<file path="config.mk">
export PLATFORM = sky130hd
export DESIGN_NAME = audio_ring_reader
export DESIGN_NICKNAME = d
export VERILOG_FILES = /design/src/rtl/arr_pkg.sv /design/src/rtl/arr_fifo.sv /design/src/rtl/arr_fetch.sv /design/src/rtl/audio_ring_reader.sv
export SDC_FILE = /design/constraint.sdc
export NUM_CORES = 2
export LEC_CHECK = 0
export ABC_AREA = 1
export BUFFER_PORTS_ARGS = -buffer_cell sky130_fd_sc_hd__buf_2
export CAP_MARGIN = 20
export CORE_ASPECT_RATIO = 1.75
export CORE_MARGIN = 10
export CORE_UTILIZATION = 60
export CTS_BUF_LIST = sky130_fd_sc_hd__clkbuf_8
export DETAILED_ROUTE_END_ITERATION = 16
export MAX_ROUTING_LAYER = met4
export PLACE_DENSITY_LB_ADDON = 0.1
export SLEW_MARGIN = 40
export SYNTH_ARGS = -nofsm -noshare
export SYNTH_HDL_FRONTEND = slang
export SYNTH_HIERARCHICAL = 1
export SYNTH_SLANG_ARGS = --single-unit
</file>
<file path="constraint.sdc">
create_clock -name clk -period 5.25 [get_ports clk]
set_input_delay 1.05 -clock clk [delete_from_list [all_inputs] [get_ports clk]]
set_output_delay 1.05 -clock clk [all_outputs]
set_load 0.005 [all_outputs]
</file>
<file path="src/rtl/arr_pkg.sv">
package arr_pkg;
  typedef enum logic [1:0] {
    FS_IDLE = 2'd0,
    FS_REQ  = 2'd1,
    FS_RECV = 2'd2
  } fetch_state_e;
endpackage

</file>
<file path="src/rtl/arr_fifo.sv">
module arr_fifo #(
  parameter int W     = 64,
  parameter int DEPTH = 32
) (
  input  logic                         clk,
  input  logic                         rst_n,
  input  logic                         flush,
  input  logic                         push,
  input  logic [W-1:0]                 push_data,
  input  logic                         pop,
  output logic [W-1:0]                 rd_data,
  output logic                         empty,
  output logic                         full,
  output logic [$clog2(DEPTH+1)-1:0]   level
);
  localparam int AW = $clog2(DEPTH);
  localparam int LW = $clog2(DEPTH+1);

  logic [W-1:0]  mem [DEPTH];
  logic [AW-1:0] wp, rp, wp_n, rp_n;
  logic [LW-1:0] cnt, cnt_n;
  logic          wr_en;

  assign wr_en = push && !flush;

  always_comb begin
    wp_n  = wp;
    rp_n  = rp;
    cnt_n = cnt;
    if (flush) begin
      wp_n  = '0;
      rp_n  = '0;
      cnt_n = '0;
    end else begin
      wp_n  = wp + AW'(push);
      rp_n  = rp + AW'(pop);
      cnt_n = cnt + LW'(push) - LW'(pop);
    end
  end

  always_ff @(posedge clk or negedge rst_n) begin
    if (!rst_n) begin
      wp  <= '0;
      rp  <= '0;
      cnt <= '0;
    end else begin
      wp  <= wp_n;
      rp  <= rp_n;
      cnt <= cnt_n;
    end
  end

  always_ff @(posedge clk) begin
    if (wr_en) mem[wp] <= push_data;
  end

  assign rd_data = mem[rp];
  assign empty   = (cnt == '0);
  assign full    = (cnt == LW'(DEPTH));
  assign level   = cnt;

  // a full FIFO is never written
  p_no_overflow_r4: assert property (@(posedge clk) disable iff (!rst_n)
    (push && !flush) |-> !full);

  // a word is only removed when one is present
  p_pop_nonempty_r6: assert property (@(posedge clk) disable iff (!rst_n)
    (pop && !flush) |-> !empty);
endmodule

</file>
<file path="src/rtl/arr_fetch.sv">
module arr_fetch
  import arr_pkg::*;
#(
  parameter int ADDR_W     = 32,
  parameter int BEATS      = 16,
  parameter int WORD_BYTES = 8,
  parameter int DEPTH      = 32
) (
  input  logic                        clk,
  input  logic                        rst_n,
  input  logic                        soft_rst,
  input  logic                        init,
  input  logic                        fill_en,
  input  logic                        fifo_en,
  input  logic [ADDR_W-1:0]           base_addr,
  input  logic [ADDR_W-1:0]           last_addr,
  input  logic                        ptr_load,
  input  logic [ADDR_W-1:0]           ptr_value,
  input  logic [$clog2(DEPTH+1)-1:0]  level,
  input  logic                        mem_gnt,
  input  logic                        mem_rvalid,
  output logic                        mem_req,
  output logic [ADDR_W-1:0]           mem_addr,
  output logic                        push,
  output logic [ADDR_W-1:0]           rd_ptr
);
  localparam int LW          = $clog2(DEPTH+1);
  localparam int BW          = $clog2(BEATS);
  localparam int BURST_BYTES = BEATS * WORD_BYTES;
  localparam int SPACE_LIM   = DEPTH - BEATS;

  fetch_state_e      st, st_n;
  logic [ADDR_W-1:0] ptr_n;
  logic [BW-1:0]     beat, beat_n;
  logic              room_ok, last_beat, wraps, st_en;

  assign room_ok   = (level <= LW'(SPACE_LIM));
  assign last_beat = (st == FS_RECV) && mem_rvalid && (beat == BW'(BEATS-1));
  assign wraps     = (rd_ptr + ADDR_W'(BURST_BYTES - WORD_BYTES)) >= last_addr;

  always_comb begin
    st_n   = st;
    ptr_n  = rd_ptr;
    beat_n = beat;
    push   = 1'b0;
    unique case (st)
      FS_IDLE: if (fill_en && fifo_en && room_ok) st_n = FS_REQ;
      FS_REQ: if (mem_gnt) begin
        st_n   = FS_RECV;
        beat_n = '0;
      end
      FS_RECV: if (mem_rvalid) begin
        push   = 1'b1;
        beat_n = beat + BW'(1);
        if (beat == BW'(BEATS-1)) begin
          st_n  = FS_IDLE;
          ptr_n = wraps ? base_addr : rd_ptr + ADDR_W'(BURST_BYTES);
        end
      end
      default: st_n = FS_IDLE;
    endcase
    if (ptr_load && st == FS_IDLE) ptr_n = ptr_value;
    if (soft_rst) begin
      st_n  = FS_IDLE;
      push  = 1'b0;
      ptr_n = rd_ptr;
    end
    if (init) begin
      st_n  = FS_IDLE;
      push  = 1'b0;
      ptr_n = base_addr;
    end
  end

  assign st_en = (st_n != st) || (beat_n != beat) || (ptr_n != rd_ptr);

  always_ff @(posedge clk or negedge rst_n) begin
    if (!rst_n) begin
      st     <= FS_IDLE;
      beat   <= '0;
      rd_ptr <= '0;
    end else if (st_en) begin
      st     <= st_n;
      beat   <= beat_n;
      rd_ptr <= ptr_n;
    end
  end

  assign mem_req  = (st == FS_REQ);
  assign mem_addr = rd_ptr;

  // request held with steady address until granted
  p_req_hold_r3: assert property (@(posedge clk) disable iff (!rst_n)
    (mem_req && !mem_gnt && !init && !soft_rst) |=> (mem_req && $stable(mem_addr)));

  // room for a whole burst whenever a request is out
  p_req_space_r3: assert property (@(posedge clk) disable iff (!rst_n)
    mem_req |-> (level <= LW'(SPACE_LIM)));

  // pointer moves only on init, write, or final beat
  p_ptr_change_r5: assert property (@(posedge clk) disable iff (!rst_n)
    !$stable(rd_ptr) |-> $past(init || (ptr_load && st == FS_IDLE) || last_beat));
endmodule

</file>
<file path="src/rtl/audio_ring_reader.sv">
module audio_ring_reader #(
  parameter int ADDR_W      = 32,
  parameter int DATA_W      = 64,
  parameter int BURST_BYTES = 128,
  parameter int FIFO_DEPTH  = 32
) (
  input  logic              clk,
  input  logic              rst_n,
  input  logic [ADDR_W-1:0] cfg_base_addr,
  input  logic [ADDR_W-1:0] cfg_last_addr,
  input  logic              ptr_wr,
  input  logic [ADDR_W-1:0] ptr_wr_addr,
  input  logic              init_req,
  input  logic              soft_rst,
  input  logic              fill_en,
  input  logic              drain_en,
  input  logic              fifo_en,
  output logic              mem_req,
  output logic [ADDR_W-1:0] mem_addr,
  input  logic              mem_gnt,
  input  logic              mem_rvalid,
  input  logic [DATA_W-1:0] mem_rdata,
  output logic              out_valid,
  output logic [DATA_W-1:0] out_data,
  input  logic              out_ready,
  output logic [ADDR_W-1:0] rd_ptr,
  output logic              underrun
);
  localparam int WORD_BYTES = DATA_W / 8;
  localparam int BEATS      = BURST_BYTES / WORD_BYTES;
  localparam int LW         = $clog2(FIFO_DEPTH+1);

  logic          rst_q1, rst_s;
  logic          push, pop, flush, f_empty, f_full;
  logic [LW-1:0] f_level;
  logic          urun_n, urun_en;

  always_ff @(posedge clk or negedge rst_n) begin
    if (!rst_n) begin
      rst_q1 <= 1'b0;
      rst_s  <= 1'b0;
    end else begin
      rst_q1 <= 1'b1;
      rst_s  <= rst_q1;
    end
  end

  assign flush     = soft_rst || init_req || !fifo_en;
  assign out_valid = fifo_en && drain_en && !f_empty;
  assign pop       = out_valid && out_ready;

  arr_fetch #(
    .ADDR_W(ADDR_W), .BEATS(BEATS), .WORD_BYTES(WORD_BYTES), .DEPTH(FIFO_DEPTH)
  ) u_fetch (
    .clk(clk), .rst_n(rst_s), .soft_rst(soft_rst), .init(init_req),
    .fill_en(fill_en), .fifo_en(fifo_en),
    .base_addr(cfg_base_addr), .last_addr(cfg_last_addr),
    .ptr_load(ptr_wr), .ptr_value(ptr_wr_addr), .level(f_level),
    .mem_gnt(mem_gnt), .mem_rvalid(mem_rvalid),
    .mem_req(mem_req), .mem_addr(mem_addr), .push(push), .rd_ptr(rd_ptr)
  );

  arr_fifo #(.W(DATA_W), .DEPTH(FIFO_DEPTH)) u_fifo (
    .clk(clk), .rst_n(rst_s), .flush(flush), .push(push), .push_data(mem_rdata),
    .pop(pop), .rd_data(out_data), .empty(f_empty), .full(f_full), .level(f_level)
  );

  always_comb begin
    urun_n = underrun;
    if (soft_rst || init_req)
      urun_n = 1'b0;
    else if (drain_en && fifo_en && out_ready && f_empty)
      urun_n = 1'b1;
  end
  assign urun_en = (urun_n != underrun);

  always_ff @(posedge clk or negedge rst_s) begin
    if (!rst_s)       underrun <= 1'b0;
    else if (urun_en) underrun <= urun_n;
  end

  // nothing offered while drain or FIFO disabled
  p_out_gate_r6: assert property (@(posedge clk) disable iff (!rst_s)
    out_valid |-> (drain_en && fifo_en));

  // underrun holds until cleared
  p_underrun_sticky_r9: assert property (@(posedge clk) disable iff (!rst_s)
    (underrun && !soft_rst && !init_req) |=> underrun);

  // disabled FIFO is empty one cycle later
  p_flush_empty_r8: assert property (@(posedge clk) disable iff (!rst_s)
    !fifo_en |=> (f_empty && !f_full));
endmodule

</file>
==> results.yml <==
clock_tree:
  cts_tree: "built"
  clk-insertion-delay-late_ps: 1030
  cts.reportedPaths.clkPinSlew_ps: 60
  cts.sinks: 2105
  cts_inserted_buffers: 309
  htreeDepth: 5
  clk_path_buf_depth: 4
  cts-root-buf: "clkbuf_8"
place:
  io_buffers: 301
  dpl.hpwl_mm: 131
  place.gp.congestion: 0.918
floorplan:
  core-area_um2: 147000
  initial_core_util_pct: 60.2
  die_h_um: 527
  ios: 302
  rows: 186
  die_area_um2: 164000
  fp.dieW_um: 310
layout:
  synthToLayoutAreaGrowth_pct: 9.62
  final_nets: 8172
  n_fill_cell: 10890
  drive_gt1_share_pct: 10.9
detailed_routing:
  routedWlPerCell_um: 25.3
  first_pass_iters: 9
  routed-via-count: 61270
  drc: 0
  drtIter0Drc: 7109
  ant_nets: 0
  finalWirelength_mm: 254
  routed_via_density: 6.10
run:
  drv_cap: 0
timing:
  rsz0062_at_grt: "no"
  final.min_clock_period_ps: 4960
  final-hold-violation-count: 0
  slew_headroom_pct: 34.5
  setup_viol: 0
  worstMarginPinSlew_ps: 983
  fmaxAchievable_ghz: 0.202
  setup_tns_ps: 0
  clock_skew_ps: 40.8
  finalMaxSlewViolations: 0
  min_period_over_period_pct: 94.4
hold_path:
  hold_path_depth: 3
  min_to: "u_fetch/mem_addr[4]$_DFFE_PN0P_"
  hold_class: "primary input to flop"
  min_from: "cfg_base_addr[4]"
yosys:
  syn_inst: 7696
  syn_area_um2: 88300
  yosysWarnings: 6
  syn_area_per_cell_um2: 11.5
  syn_nets: 7919
critical_path:
  path_max_fanout: 171
  cp_data_arrival_time_ps: 3910
  critPathKind: "flop to primary output"
  ff2ff_path_depth: 22
  r2r_start: "u_fetch/mem_addr[3]$_DFFE_PN0P_"
  r2r-end: "u_fetch/mem_addr[1]$_DFFE_PN0P_"
  endpoint_kind: "primary output"
  critPathLaunchType: "flop"
  ff2ff_setup_slack_ps: 1400
  crit_required_ps: 4200
grt:
  grt_overflow_total: 0
  track_usage_pct: 31.6
  grt_pass1_vias: 59174
  grt_start_max_net_pins: 182
  antenna_found_initial: 20
  grt_pass1_wl_mm: 374
power:
  totalPowerFinal_w: 0.0311
  p_leak_nw: 35.7
  irDropWorstVdd_mv: 0.335
  powerDensity_nw_per_um2: 321
run_status:
  status: "finished, final reports clean"
[per-stage QoR]
stage,worst slack [ps],utilization (%),hold slack (ps),instance area [µm²],std cells
detailed placement,1410,62.4,339,91400,9516
global placement,1400,62.3,339,91300,9514
finish,292,66.0,267,96800,10047
CTS,331,66.0,192,96700,10031
floorplan,-122,-,331,88300,7696
global route,143,66.0,241,96800,10045
[cells in the final DEF (no fill, tap or decap), types with 3 or more instances in the layout]
cell        count
nand2_1      2575
nand3_1      1886
nor3_1          9
edfxtp_1     2048
inv_2           5
nor2_4         34
dfrtp_4         5
nand3b_1        7
clkinvlp_4      5
buf_6          14
bufinv_16       7
ha_1           51
xor2_1         36
nand4_1         4
nor2_2          7
clkinv_2       22
a21oi_1        92
clkbuf_8      311
clkinv_1       69
nor2_1        144
buf_4          90
diode_2        15
dfrtp_1        51
a21oi_2        14
buf_2         301
xnor2_1         5
inv_1         249
o21ai_0        16
nand2_2        10
o22ai_1         6
a21o_1          3
buf_12         49
[timing repair]
action,in CTS,in global routing
endpoints found under the hold margin,2,0
hold buffers,1,0
gates resized for setup,0,0
buffers inserted,0,0
[sequential cells by signal, summed over array words and instances (netlist names)]
name and cells:
u_fifo/mem 2048, u_fetch/mem_addr 32, u_fifo/level 6, u_fifo/rp 5, u_fifo/wp 5, u_fetch/beat 4
u_fetch/st 2, rst_q1 1, rst_s 1, underrun 1
[report_power, final]
| part | switching, W | total, W | internal, W |
|---|---|---|---|
| clock network | 0.00596 | 0.0118 | 0.00582 |
| registers | 0.0000558 | 0.0185 | 0.0184 |
| logic | 0.000560 | 0.000790 | 0.000230 |
[worst max path at each step]
stage | startpoint | to | slack [ps]
6_report | u_fifo/rp[0]$_DFF_PN0_ | out_data[12] | 290
5_1_grt | u_fifo/rp[0]$_DFF_PN0_ | out_data[2] | 140
4_1_cts | u_fifo/rp[0]$_DFF_PN0_ | out_data[17] | 330
3_5_place_dp | u_fifo/rp[0]$_DFF_PN0_ | out_data[17] | 1410
3_3_place_gp | u_fetch/mem_addr[10]$_DFFE_PN0P_ | u_fetch/mem_addr[4]$_DFFE_PN0P_ | 1400
2_1_floorplan | soft_rst | u_fifo/mem[0][0]$_DFFE_PP_ | -120
[critical path, stage by stage (launching register included)]
cell	delay, ps
dfrtp_4	720
inv_16	510
buf_4	490
nand2_1	110
nand3_1	100
nand3_1	120
nand3_1	120
nand3_1	100
nand2_1	210
buf_2	160
[area by class of cell]
class                           instances  area, µm²  share of cell area [%]
Sequential cell                      2105      62900                    65.0
Multi-Input combinational cell       4916      22200                    22.9
Clock buffer                          311       4280                    4.42
Timing Repair Buffer                  457       3390                    3.50
Tap cell                             1880       2350                    2.43
Clock inverter                        203        997                    1.03
Inverter                              160        644                   0.666
Antenna cell                           15       37.5                  0.0388
[per-layer routing]
metal | GRT usage, % | wire, µm
met4 | 12.0 | 9070
met5 | - | 0
met3 | 5.56 | 22700
met2 | 52.4 | 129000
met1 | 38.5 | 93800
Note: power is estimated with default switching activity, not from simulation.
